--- src/rtl/exc_pkg.sv ---
// Shared types and field positions for the exception entry unit.
// Assumes a state word of at least 32 bits; positions below are fixed.
package exc_pkg;

    typedef enum logic [1:0] {
        EXC_NONE = 2'd0,
        EXC_ITLB = 2'd1,
        EXC_VEC  = 2'd2,
        EXC_DBG  = 2'd3
    } exc_kind_e;

    // State word field positions
    localparam int P_CM  = 31;
    localparam int P_GS  = 28;
    localparam int P_ICM = 25;
    localparam int P_SPV = 24;
    localparam int P_CE  = 17;
    localparam int P_ME  = 12;
    localparam int P_DE  = 9;

    // Syndrome field position
    localparam int P_SYN_SPV = 7;

    // Register write select codes
    localparam logic [2:0] SEL_STATE = 3'd0;
    localparam logic [2:0] SEL_SRR0  = 3'd1;
    localparam logic [2:0] SEL_SRR1  = 3'd2;
    localparam logic [2:0] SEL_GSRR0 = 3'd3;
    localparam logic [2:0] SEL_GSRR1 = 3'd4;
    localparam logic [2:0] SEL_SYND  = 3'd5;

    // Fixed vector offsets per exception kind
    function automatic logic [11:0] vec_offset(exc_kind_e k);
        case (k)
            EXC_ITLB: vec_offset = 12'h1E0;
            EXC_VEC:  vec_offset = 12'h200;
            EXC_DBG:  vec_offset = 12'h040;
            default:  vec_offset = 12'h000;
        endcase
    endfunction

    // Whether state bit idx keeps its old value on entry for kind k
    function automatic logic keep_bit(exc_kind_e k, int idx);
        logic base_keep;
        base_keep = (idx == P_CE) || (idx == P_ME);
        case (k)
            EXC_ITLB: keep_bit = base_keep || (idx == P_DE);
            EXC_VEC:  keep_bit = base_keep || (idx == P_DE) || (idx == P_ICM);
            EXC_DBG:  keep_bit = base_keep;
            default:  keep_bit = 1'b1;
        endcase
    endfunction

endpackage

--- src/rtl/exc_arbiter.sv ---
// Qualifies the three exception sources and picks one by fixed priority.
// Assumes requests belong to the instruction currently at commit.
module exc_arbiter
    import exc_pkg::*;
(
    input  logic      itlb_req,
    input  logic      vec_req,
    input  logic      spv,
    input  logic      dbg_any,
    input  logic      dbg_mode,
    input  logic      dbg_en,
    output exc_kind_e kind
);

    logic vec_ok;
    logic dbg_ok;

    // Gate each source by its enabling state
    always_comb begin
        vec_ok = vec_req && !spv;
        dbg_ok = dbg_any && dbg_mode && dbg_en;
    end

    // Priority: translation miss, then vector, then debug
    always_comb begin
        if (itlb_req)    kind = EXC_ITLB;
        else if (vec_ok) kind = EXC_VEC;
        else if (dbg_ok) kind = EXC_DBG;
        else             kind = EXC_NONE;
    end

endmodule

--- src/rtl/exc_state_rewrite.sv ---
// Builds the state word loaded on exception entry from per-field rules:
// CM is copied from the control input, the kind's keep set is preserved,
// and everything else is cleared. Assumes XLEN covers all field positions.
module exc_state_rewrite
    import exc_pkg::*;
#(
    parameter int XLEN = 32
) (
    input  exc_kind_e        kind,
    input  logic [XLEN-1:0]  cur,
    input  logic             icm,
    output logic [XLEN-1:0]  nxt
);

    // One rule per bit, chosen at elaboration from the field position
    for (genvar b = 0; b < XLEN; b++) begin : g_bit
        if (b == P_CM) begin : g_cm
            assign nxt[b] = icm;
        end else begin : g_rule
            assign nxt[b] = keep_bit(kind, b) ? cur[b] : 1'b0;
        end
    end

endmodule

--- src/rtl/exc_vector_gen.sv ---
// Forms the fetch restart address by placing the fixed offset for the
// chosen kind below the vector base prefix. Drives zero when nothing is taken.
module exc_vector_gen
    import exc_pkg::*;
#(
    parameter int XLEN  = 32,
    parameter int OFF_W = 12
) (
    input  exc_kind_e              kind,
    input  logic [XLEN-OFF_W-1:0]  base,
    output logic [XLEN-1:0]        pc
);

    logic [OFF_W-1:0] off;

    // Concatenate base with the kind's offset
    always_comb begin
        off = OFF_W'(vec_offset(kind));
        pc  = (kind == EXC_NONE) ? '0 : {base, off};
    end

endmodule

--- src/rtl/exc_entry_unit.sv ---
// Exception entry at commit: arbitrates sources, flushes and redirects in
// the taken cycle, and commits save registers, state word and syndrome on
// the next edge. Assumes one committing instruction per cycle.
module exc_entry_unit
    import exc_pkg::*;
#(
    parameter int XLEN   = 32,
    parameter int OFF_W  = 12,
    parameter int DSTAT_W = 32
) (
    input  logic                   clk,
    input  logic                   rst_n,
    input  logic                   itlb_miss_req,
    input  logic                   vec_op_req,
    input  logic [DSTAT_W-1:0]     dbg_status,
    input  logic                   dbg_int_mode,
    input  logic [XLEN-1:0]        fault_ea,
    input  logic                   ctl_icm,
    input  logic                   ctl_itlb_guest,
    input  logic [XLEN-OFF_W-1:0]  vec_base,
    input  logic                   sr_wr_en,
    input  logic [2:0]             sr_wr_sel,
    input  logic [XLEN-1:0]        sr_wr_data,
    output logic                   flush,
    output logic [XLEN-1:0]        redirect_pc,
    output logic [1:0]             taken_kind,
    output logic [XLEN-1:0]        state_q,
    output logic [XLEN-1:0]        srr0_q,
    output logic [XLEN-1:0]        srr1_q,
    output logic [XLEN-1:0]        gsrr0_q,
    output logic [XLEN-1:0]        gsrr1_q,
    output logic [XLEN-1:0]        synd_q
);

    exc_kind_e       kind;
    logic [XLEN-1:0] state_nxt;
    logic            dbg_any;
    logic            taken;
    logic            to_guest;

    // Any debug status bit pending
    assign dbg_any = |dbg_status;

    exc_arbiter arb_i (
        .itlb_req (itlb_miss_req),
        .vec_req  (vec_op_req),
        .spv      (state_q[P_SPV]),
        .dbg_any  (dbg_any),
        .dbg_mode (dbg_int_mode),
        .dbg_en   (state_q[P_DE]),
        .kind     (kind)
    );

    exc_state_rewrite #(.XLEN(XLEN)) rw_i (
        .kind (kind),
        .cur  (state_q),
        .icm  (ctl_icm),
        .nxt  (state_nxt)
    );

    exc_vector_gen #(.XLEN(XLEN), .OFF_W(OFF_W)) vg_i (
        .kind (kind),
        .base (vec_base),
        .pc   (redirect_pc)
    );

    // Taken strobe and save pair choice
    always_comb begin
        taken      = (kind != EXC_NONE);
        to_guest   = (kind == EXC_ITLB) && ctl_itlb_guest && state_q[P_GS];
        flush      = taken;
        taken_kind = kind;
    end

    // Commit all architectural updates together; exceptions beat writes
    always_ff @(posedge clk) begin
        if (!rst_n) begin
            state_q <= '0;
            srr0_q  <= '0;
            srr1_q  <= '0;
            gsrr0_q <= '0;
            gsrr1_q <= '0;
            synd_q  <= '0;
        end else if (taken) begin
            state_q <= state_nxt;
            if (to_guest) begin
                gsrr0_q <= fault_ea;
                gsrr1_q <= state_q;
            end else begin
                srr0_q <= fault_ea;
                srr1_q <= state_q;
            end
            if (kind == EXC_VEC) begin
                synd_q[P_SYN_SPV] <= 1'b1;
            end
        end else if (sr_wr_en) begin
            case (sr_wr_sel)
                SEL_STATE: state_q <= sr_wr_data;
                SEL_SRR0:  srr0_q  <= sr_wr_data;
                SEL_SRR1:  srr1_q  <= sr_wr_data;
                SEL_GSRR0: gsrr0_q <= sr_wr_data;
                SEL_GSRR1: gsrr1_q <= sr_wr_data;
                SEL_SYND:  synd_q  <= sr_wr_data;
                default: ;
            endcase
        end
    end

endmodule

--- config.mk ---
export PLATFORM = sky130hd
export DESIGN_NAME = exc_entry_unit
export DESIGN_NICKNAME = d
export VERILOG_FILES = /design/src/rtl/exc_pkg.sv /design/src/rtl/exc_arbiter.sv /design/src/rtl/exc_state_rewrite.sv /design/src/rtl/exc_vector_gen.sv /design/src/rtl/exc_entry_unit.sv
export SDC_FILE = /design/constraint.sdc
export NUM_CORES = 1
export LEC_CHECK = 0
export CAP_MARGIN = 15
export CORE_UTILIZATION = 44
export DETAILED_ROUTE_END_ITERATION = 12
export PLACE_DENSITY = 0.84
export SETUP_SLACK_MARGIN = 0.4
export SLEW_MARGIN = 40
export SYNTH_ARGS = -nofsm -noshare
export SYNTH_HDL_FRONTEND = slang
export SYNTH_SLANG_ARGS = --single-unit
--- constraint.sdc ---
create_clock -name clk -period 3.1 [get_ports clk]
set_clock_uncertainty 0.05 [all_clocks]
set_input_delay 0.62 -clock clk [delete_from_list [all_inputs] [get_ports clk]]
set_output_delay 0.62 -clock clk [all_outputs]
set_load 0.01 [all_outputs]
# == After elaboration in Yosys (flattened, before gate mapping) ==
# Cells that the tools add are included.
# totals
regBits,192
input_bits,127
wordCells,87
# op_classes
n_eq_ne,14
n_mux,31
bitwise,1
reduce_logical,30
# op_table
op,n
$mux 32,20
$reduce_or 32->1,1
$pmux 10 s3,1
$reduce_and 3->1,10
$mux 8,2
$reduce_bool 2->1,8
$eq 3x2->1 const B,2
$eq 3x3->1 const B,2
$mux 2,3
$ne 2x1->1 const B,3
$ne 2x2->1 const B,3
$logic_and 1x1->1,5
$mux 1,5
$eq 2x2->1 const B,2
$eq 3x1->1 const B,1
$logic_not 3->1,1
$reduce_or 3->1,1
$eq 2x1->1 const B,1
$logic_not 2->1,1
$reduce_and 2->1,1
$reduce_or 2->1,1
$logic_not 1->1,1
$not 1->1,1

# == Logic depth before layout (Yosys ltp) ==
# Gate-level depths: netlist (run 1).
# depth
ltp_word,11
mapped_depth,8
mapped_depth_nobuf,5

# == Cells and area by module ==
# A second synthesis (run 1) with hierarchy kept.
# hier_totals
cells_unflattened,1085
area_unflattened_um2,9755.6
# by_module_without_submodules
mod,instances,cells_per_inst,area_each_um2,seq_area_each_um2
exc_entry_unit,1,1006,9019.9,3843.7
exc_state_rewrite,1,38,417.9,0.0
exc_vector_gen,1,37,284.0,0.0
exc_arbiter,1,4,33.8,0.0

# == Least setup slack after synthesis (run 1) ==
# No wires, ideal clock.
# synth_path
kind,in2out
startpoint,in dbg_status[24]
endpoint,out redirect_pc[6]
t_arrival_ns,1.964
required_time_ns,2.430
setup_slack_ns,0.466
cell_stages,6
cell_sequence,nor4_1 nand4_1 o211a_1 clkbuf_1 clkbuf_1 a21o_1
# synth_between
elab_chain_cells,9
word_cells_on_any_way,12
cone_classes,eq/ne: 3; mux: 5; reduce/logical: 4
# synth_lines
element,line_no,text
from (decl),exc_entry_unit.sv:15,"input logic [DSTAT_W-1:0] dbg_status,"
$reduce_or 32->1 (*),exc_entry_unit.sv:42,assign dbg_any = |dbg_status;
$logic_and 1x1->1 (*) (2 in a row),exc_arbiter.sv:21,dbg_ok = dbg_any && dbg_mode && dbg_en;
$mux 2 (*),exc_arbiter.sv:28,else if (dbg_ok) kind = EXC_DBG;
$mux 2 (*),exc_arbiter.sv:27,else if (vec_ok) kind = EXC_VEC;
$mux 2 (*),exc_arbiter.sv:26,if (itlb_req) kind = EXC_ITLB;
$eq 2x2->1 / $eq 2x1->1 (equally long branches),exc_pkg.sv:34,case (k)
$pmux 10 s3,exc_pkg.sv:34,
$mux 32 (*),exc_vector_gen.sv:19,"pc = (kind == EXC_NONE) ? '0 : {base, off};"
to (decl),exc_entry_unit.sv:25,"output logic [XLEN-1:0] redirect_pc,"
# Every way passes the cells marked *; elsewhere a longest branch is shown, timed or not.

# == Worst setup path in the final report (run 1) ==
# layout_path
startpoint,in dbg_status[4]
endpoint,out redirect_pc[20]
# layout_between
elab_chain_cells,8
# layout_lines
element,line_no
$reduce_or 32->1,exc_entry_unit.sv:42
$logic_and 1x1->1 (2 in a row),exc_arbiter.sv:21
$mux 2,exc_arbiter.sv:28
$mux 2,exc_arbiter.sv:27
$mux 2,exc_arbiter.sv:26
$logic_not 2->1,exc_vector_gen.sv:19
$mux 32,exc_vector_gen.sv:19
# Every way passes these cells.

==> results of run 1 <==
synth_stat cells, types with 3 or more instances:
cell type	number	share of area, %
nand4_1	4	0.29
buf_6	3	0.39
nor4_1	40	2.9
o21ai_0	52	3.0
o221a_2	32	4.2
nor3_1	3	0.17
buf_4	11	0.95
dfxtp_1	192	44
nor2_1	35	1.5
a211oi_1	33	2.9
nand3_1	35	2.0
nand2_1	125	5.4
clkbuf_1	80	3.5
a21o_1	3	0.26
o31a_1	32	3.2
a311oi_1	63	6.4
and2_1	23	1.7
o21ai_1	11	0.63
mux2i_1	34	3.9
buf_2	34	2.0
a21oi_1	97	5.6
o31ai_1	29	2.5
power groups by stage:
stage | registers [W] | logic [W] | clock network [W]
after floorplan | 0.00265 | 0.000305 | 0
after global placement | 0.00263 | 0.000816 | 0
after detailed placement | 0.00263 | 0.000827 | 0
after CTS | 0.00257 | 0.000864 | 0.00223
after global routing | 0.00258 | 0.000947 | 0.00233
final | 0.00257 | 0.000902 | 0.00223
sequential cells by signal (all words and copies together) (netlist names):
register / cells
gsrr0_q: 32
gsrr1_q: 32
srr0_q: 32
srr1_q: 32
state_q: 32
synd_q: 32
timing repair:
action | in CTS | in global routing
resized for setup | 243 | 32
endpoints found under the hold margin | 0 | 0
buffers inserted | 17 | 7
gates cloned | 2 | 0
pin swaps | 27 | 12
endpoints found under the setup margin | 161 | 87
through the flow:
step | setup WS (ns) | power [W] | cell area, um2
floorplan | 0.466 | 0.00296 | 8690
global placement | -0.526 | 0.00344 | 12500
detailed placement | -0.576 | 0.00346 | 12500
CTS | 0.0861 | 0.00567 | 13300
global route | -0.0198 | 0.00586 | 13500
finish | 0.0514 | 0.00570 | 13500
kinds of logic (layout without fill, tap and decap cells):
| group | Yosys count | in the layout | synth area share [%] |
|---|---|---|---|
| muxes | 34 | 34 | 3.93 |
| and+or+nand+nor | 278 | 278 | 15.1 |
| other | 1 | 7 | 0.0432 |
| DFF | 192 | 192 | 44.3 |
| buffers and inverters | 129 | 454 | 6.81 |
| AOI/OAI and AO/OA | 363 | 363 | 29.8 |
area by class of cell:
cell class	instances	area, um2
Tap cell	260	325
Inverter	1	6.26
Clock buffer	17	425
Fill cell	1469	5560
Clock inverter	14	155
Sequential cell	192	3840
Multi-Input combinational cell	682	4480
Timing Repair Buffer	422	4230
layer usage:
| layer | GRT usage (%) | up-vias | part of all wire, % |
|---|---|---|---|
| met1 | 43.6 | 4630 | 40 |
| met3 | 10.3 | 106 | 11 |
| li1 | - | 4387 | - |
| met4 | 16.1 | 0 | 4.0 |
| met2 | 53.4 | 679 | 45 |
| met5 | 0 | - | 0 |
critical path: cells and delay by family:
family | cells | cell delay (ns)
buffers and inverters | 6 | 0.79
AND/OR/NAND/NOR | 4 | 0.71
AO/OA/AOI/OAI | 1 | 0.25
path summary, 6_finish.rpt:
path                                 start  cells past startpoint                 endpoint  slack [ns]
hold / removal     synd_q[24]$_SDFFE_PN0P_                      2  synd_q[24]$_SDFFE_PN0P_        0.41
setup / recovery             dbg_status[4]                     11          redirect_pc[20]        0.05
setup reg to reg  state_q[24]$_SDFFE_PN0P_                      8   srr0_q[1]$_SDFFE_PN0P_        0.78
hold reg to reg    synd_q[24]$_SDFFE_PN0P_                      2  synd_q[24]$_SDFFE_PN0P_        0.41
==> flow_metrics.tcl, run 1 <==
set metrics [dict create \
    cap_violations 0 \
    place_inst 1531 \
    clock_sinks 192 \
    final_common_cell "clkdlybuf4s50_1" \
    syn_avg_cell_area_um2 8.70 \
    cp_max_fo 4 \
    end_kind "output pin" \
    dp_hpwl_um 25000 \
    dieWidth_um 142 \
    drv_slew 0 \
    area_delta_synth_final_pct 55.2 \
    fin_util_pct 70.8 \
    firstDrtPassIters 8 \
    fin_nets 1443 \
    overflow 0 \
    remaining_drc_errors 0 \
    cellLeakagePower_nw 4.61 \
    netlist_area_um2 8670 \
    grt_use_total_pct 34.4 \
    drt_wl_total_um 36100 \
    p_comb_share_pct 15.8 \
    cts_inserted_buffers 17 \
    max_freq_ghz 0.328 \
    rows 50 \
    grt_max_degree 74 \
    antenna_found_initial 0 \
    cp.required_ns 2.43 \
    holdBufCountCts 0 \
    slowest_stage "nor4_4" \
    dr_total_vias 9802 \
    numPortBuffers 346 \
    seq_power_share_pct 45.2 \
    fin_crit_ns 3.05 \
    clockRootBuffer "clkbuf_16" \
    cpPeakStageDelay_ns 0.26 \
    drive_gt1_share_pct 17.2 \
    die_y_um 142 \
    start_util_pct 45.6 \
    intPower_w 0.00419 \
    rsz0062_at_grt "true" \
    path_class "input pin to output pin" \
    avgViaCountPerCell 6.17 \
    finalSetupViolations 0 \
    p_per_area_nw_per_um2 424 \
    clock_latency_ns 0.44 \
    synthFlopType "dfxtp_1" \
    antenna_left 0 \
    clk_pin_slew_ns 0.07 \
    pwr-share-clk_pct 39.0 \
    grt_pass1_vias 8925 \
    ir_drop_uv 401 \
    yosysWarnings 0 \
    async_reset_ff_share_pct 0 \
    crit_chain "buf_6 -> nor4_4 -> nand4_1 -> buf_4 -> o211ai_4 -> nand2_4 -> buf_6 -> buf_16 -> buf_6 -> and2_4 -> buf_6" \
    cts_buffer_depth 2 \
    worstMarginPinSlew_ns 0.736 \
    final-hold-violation-count 0 \
    die_area_um2 20300 \
    worst_path_most_repeated_cell "buf_6" \
    fin_hold_ws_ns 0.408 \
    grt_pass1_wl_um 52600 \
    core_area_um2 19000 \
    arrival_ns 2.38 \
    ios 354 \
    outcome "finished, final reports clean" \
    syn_inst 997 \
    cts_tree "built" \
    final_cell_mix "clkdlybuf4s50_1 (288), dfxtp_1 (192), nand2_1 (124), a21oi_1 (95), a311oi_1 (63)" \
    synth_edf_count 0 \
    antenna_cells 0 \
    crit_path_start_kind "input pin" \
    slew_headroom_pct 50.9 \
    htree_num_levels 4 \
    wl_per_cell_um 22.7 \
    fin_cells 1588 \
    gp_congestion 0.922 \
    synth-seq-cells 192 \
    p_sw_share_pct 26.4 \
    fin_crit_sh_pct 98.3 \
    min_path_type "register to register" \
    seq_area_frac_synth_pct 44.3 \
    ys_types 43 \
    tns_ns 0 \
    power.switching_w 0.00151 \
    drtIter0Drc 1137 \
]
Note: power is estimated with default switching activity, not from simulation.
==> run 2, diff against run 1 <==
--- a/config.mk
+++ b/config.mk
@@ -5,10 +5,11 @@
 export SDC_FILE = /design/constraint.sdc
 export NUM_CORES = 1
 export LEC_CHECK = 0
+export ABC_AREA = 1
 export CAP_MARGIN = 15
-export CORE_UTILIZATION = 44
+export CORE_UTILIZATION = 43
 export DETAILED_ROUTE_END_ITERATION = 12
-export PLACE_DENSITY = 0.84
+export PLACE_DENSITY = 0.83
 export SETUP_SLACK_MARGIN = 0.4
 export SLEW_MARGIN = 40
 export SYNTH_ARGS = -nofsm -noshare
==> run 2 against run 1 <==
Compared with the run above: cell count is 18% higher; clock-buffer cell count increased by 2; utilization fell by 3.2 points; clock power rose by 4%; hold slack worse by 0.012 ns; sequential power up 4%; via count shrank 7.7%; routed wire length down 19%.
==> flow_metrics.tcl, run 2 <==
set metrics [dict create \
    yosysMostFrequentCell "nor2_1" \
    fin_util_pct 67.6 \
    drv_slew 0 \
    ys_types 25 \
    cellLeakagePower_nw 5.66 \
    synth_edf_count 0 \
    wl_per_cell_um 15.6 \
    area_delta_synth_final_pct 52.4 \
    syn_inst 1272 \
    grt_pass1_wl_um 44700 \
    ys_top_cells_by_area "dfxtp_1 (46%), nor2_1 (14%), nand2_1 (13%), inv_1 (7.3%), o21ai_0 (5.6%)" \
    slew_headroom_pct 53.3 \
    fin_crit_sh_pct 84.0 \
    grt_max_degree 160 \
    multi_input_comb_area_um2 3560 \
    synth-seq-cells 192 \
    dr_total_vias 9044 \
    synthTopCellsByCount "nor2_1 (303), nand2_1 (287), dfxtp_1 (192)" \
    synthFlopType "dfxtp_1" \
    cts_inserted_buffers 17 \
    outcome "finished, final reports clean" \
    overflow 0 \
    clock_latency_ns 0.43 \
    grt_pass1_vias 8284 \
    tns_ns 0 \
    antenna_left 0 \
    fin_hold_ws_ns 0.396 \
    cpPeakStageDelay_ns 0.16 \
    final_common_cell "nor2_1" \
    r2r_start "state_q[9]$_SDFFE_PN0P_" \
    dp_hpwl_um 20900 \
    firstDrtPassIters 5 \
    r2r_slack_ns 0.73 \
    syn_avg_cell_area_um2 6.58 \
    ff2ff_path_depth 12 \
    antenna_found_initial 0 \
    numPortBuffers 346 \
    rows 50 \
    synth_top_area_share_pct 45.9 \
    die_y_um 142 \
    rsz0062_at_grt "false" \
    start_util_pct 44.3 \
    path_class "input pin to output pin" \
    async_reset_ff_share_pct 0 \
    min_path_type "register to register" \
    grt_use_total_pct 29.0 \
    seq_area_um2 3840 \
    worstHoldStart "synd_q[10]$_SDFFE_PN0P_" \
    p_per_area_nw_per_um2 477 \
    remaining_drc_errors 0 \
    whs_path_depth 2 \
    die_area_um2 20000 \
    crit_path_start_kind "input pin" \
    dieWidth_um 142 \
    final_cell_mix "nor2_1 (291), clkdlybuf4s50_1 (286), nand2_1 (285), dfxtp_1 (192), inv_1 (162)" \
    clk_pin_slew_ns 0.07 \
    cp_max_fo 5 \
    seq_area_frac_synth_pct 45.9 \
    whs_endpoint "synd_q[10]$_SDFFE_PN0P_" \
    holdBufCountCts 0 \
    cap_violations 0 \
    clockRootBuffer "clkbuf_16" \
    r2r_end "srr1_q[18]$_SDFFE_PN0P_" \
    core_area_um2 18900 \
    clock_sinks 192 \
    cp.required_ns 2.43 \
    worstMarginPinSlew_ns 0.700 \
    ios 354 \
    fin_cells 1871 \
    cts_buffer_depth 2 \
    avgViaCountPerCell 4.83 \
    crit_chain "clkdlybuf4s15_1 -> nor2_1 -> nand2_1 -> nor2_1 -> nand2_1 -> o21ai_1 -> buf_4 -> nand2_4 -> clkinv_4 -> buf_6 -> clkbuf_16 -> nor2_1 -> buf_2" \
    max_freq_ghz 0.384 \
    antenna_cells 0 \
    fillers 1633 \
    arrival_ns 1.93 \
    gp_congestion 0.919 \
    final-hold-violation-count 0 \
    cts_tree "built" \
    end_kind "output pin" \
    ir_drop_uv 371 \
    finalSetupViolations 0 \
    netlist_area_um2 8370 \
    worst_path_most_repeated_cell "nor2_1" \
    drive_gt1_share_pct 8.88 \
    place_inst 1831 \
    fin_nets 1727 \
    slowest_stage "clkdlybuf4s15_1" \
    fin_crit_ns 2.60 \
    drt_wl_total_um 29300 \
    drtIter0Drc 628 \
    synth_area_leader_cell "dfxtp_1" \
    yosysWarnings 0 \
    htree_num_levels 4 \
]
-- run 2: power breakdown --
part / switching [W] / internal, W
clock network: 0.000976 / 0.00135
registers: 0.0000693 / 0.00259
logic: 0.000563 / 0.000538
-- run 2: stage by stage --
| stage | total power, W | cell area, um2 | setup WS [ns] |
|---|---|---|---|
| 2_1_floorplan | 0.00319 | 8400 | 0.626 |
| 3_3_place_gp | 0.00379 | 12100 | -0.0703 |
| 3_5_place_dp | 0.00380 | 12100 | -0.0826 |
| 4_1_cts | 0.00610 | 12700 | 0.401 |
| 5_1_grt | 0.00633 | 12800 | 0.406 |
| 6_report | 0.00609 | 12800 | 0.495 |
-- run 2: layout make-up --
class	instances	area share [%]
Clock inverter	11	1.45
Multi-Input combinational cell	837	27.9
Tap cell	260	2.55
Inverter	165	4.89
Sequential cell	192	30.1
Clock buffer	19	3.39
Timing Repair Buffer	387	29.7
-- run 2: repair_timing --
item / CTS / global route
hold endpoints to repair: 0 / 0
gates cloned: 2 / 1
resized for setup: 138 / 69
buffers inserted: 6 / 1
endpoints found under the setup margin: 25 / 29
pin swaps: 15 / 33
-- run 2: how the worst max path moves through the flow --
stage | startpoint | endpoint | depth (start not counted)
global placement | dbg_status[15] | redirect_pc[19] | 12
finish | dbg_status[16] | redirect_pc[28] | 13
floorplan | dbg_status[23] | redirect_pc[12] | 10
global route | dbg_status[6] | redirect_pc[28] | 13
CTS | dbg_int_mode | redirect_pc[19] | 11
detailed placement | dbg_status[15] | redirect_pc[19] | 12
-- run 2: logic make-up (layout without fill, tap and decap cells) --
logic type / count (synthesis) / after routing / share of synthesized area [%]
flip-flops: 192 / 192 / 45.9
buffers and inverters: 249 / 582 / 12.7
other: 1 / 7 / 0.0448
AND/OR/NAND/NOR: 614 / 614 / 28.1
AO/OA/AOI/OAI: 216 / 216 / 13.3
-- run 2: per-layer routing --
| metal | track usage [%] | part of all wire (%) | up-vias | routed length, um |
|---|---|---|---|---|
| met2 | 47.8 | 47 | 403 | 13800 |
| met1 | 36.6 | 42 | 4077 | 12300 |
| met5 | 0 | 0 | - | 0 |
| li1 | - | - | 4511 | - |
| met4 | 9.17 | 2.4 | 0 | 700 |
| met3 | 7.90 | 8.6 | 53 | 2520 |
-- run 2: critical path: cells and delay by family --
| family | cells | cell delay (ns) |
|---|---|---|
| AOI/OAI and AO/OA | 1 | 0.14 |
| buffers and inverters | 6 | 0.76 |
| and+or+nand+nor | 6 | 0.40 |
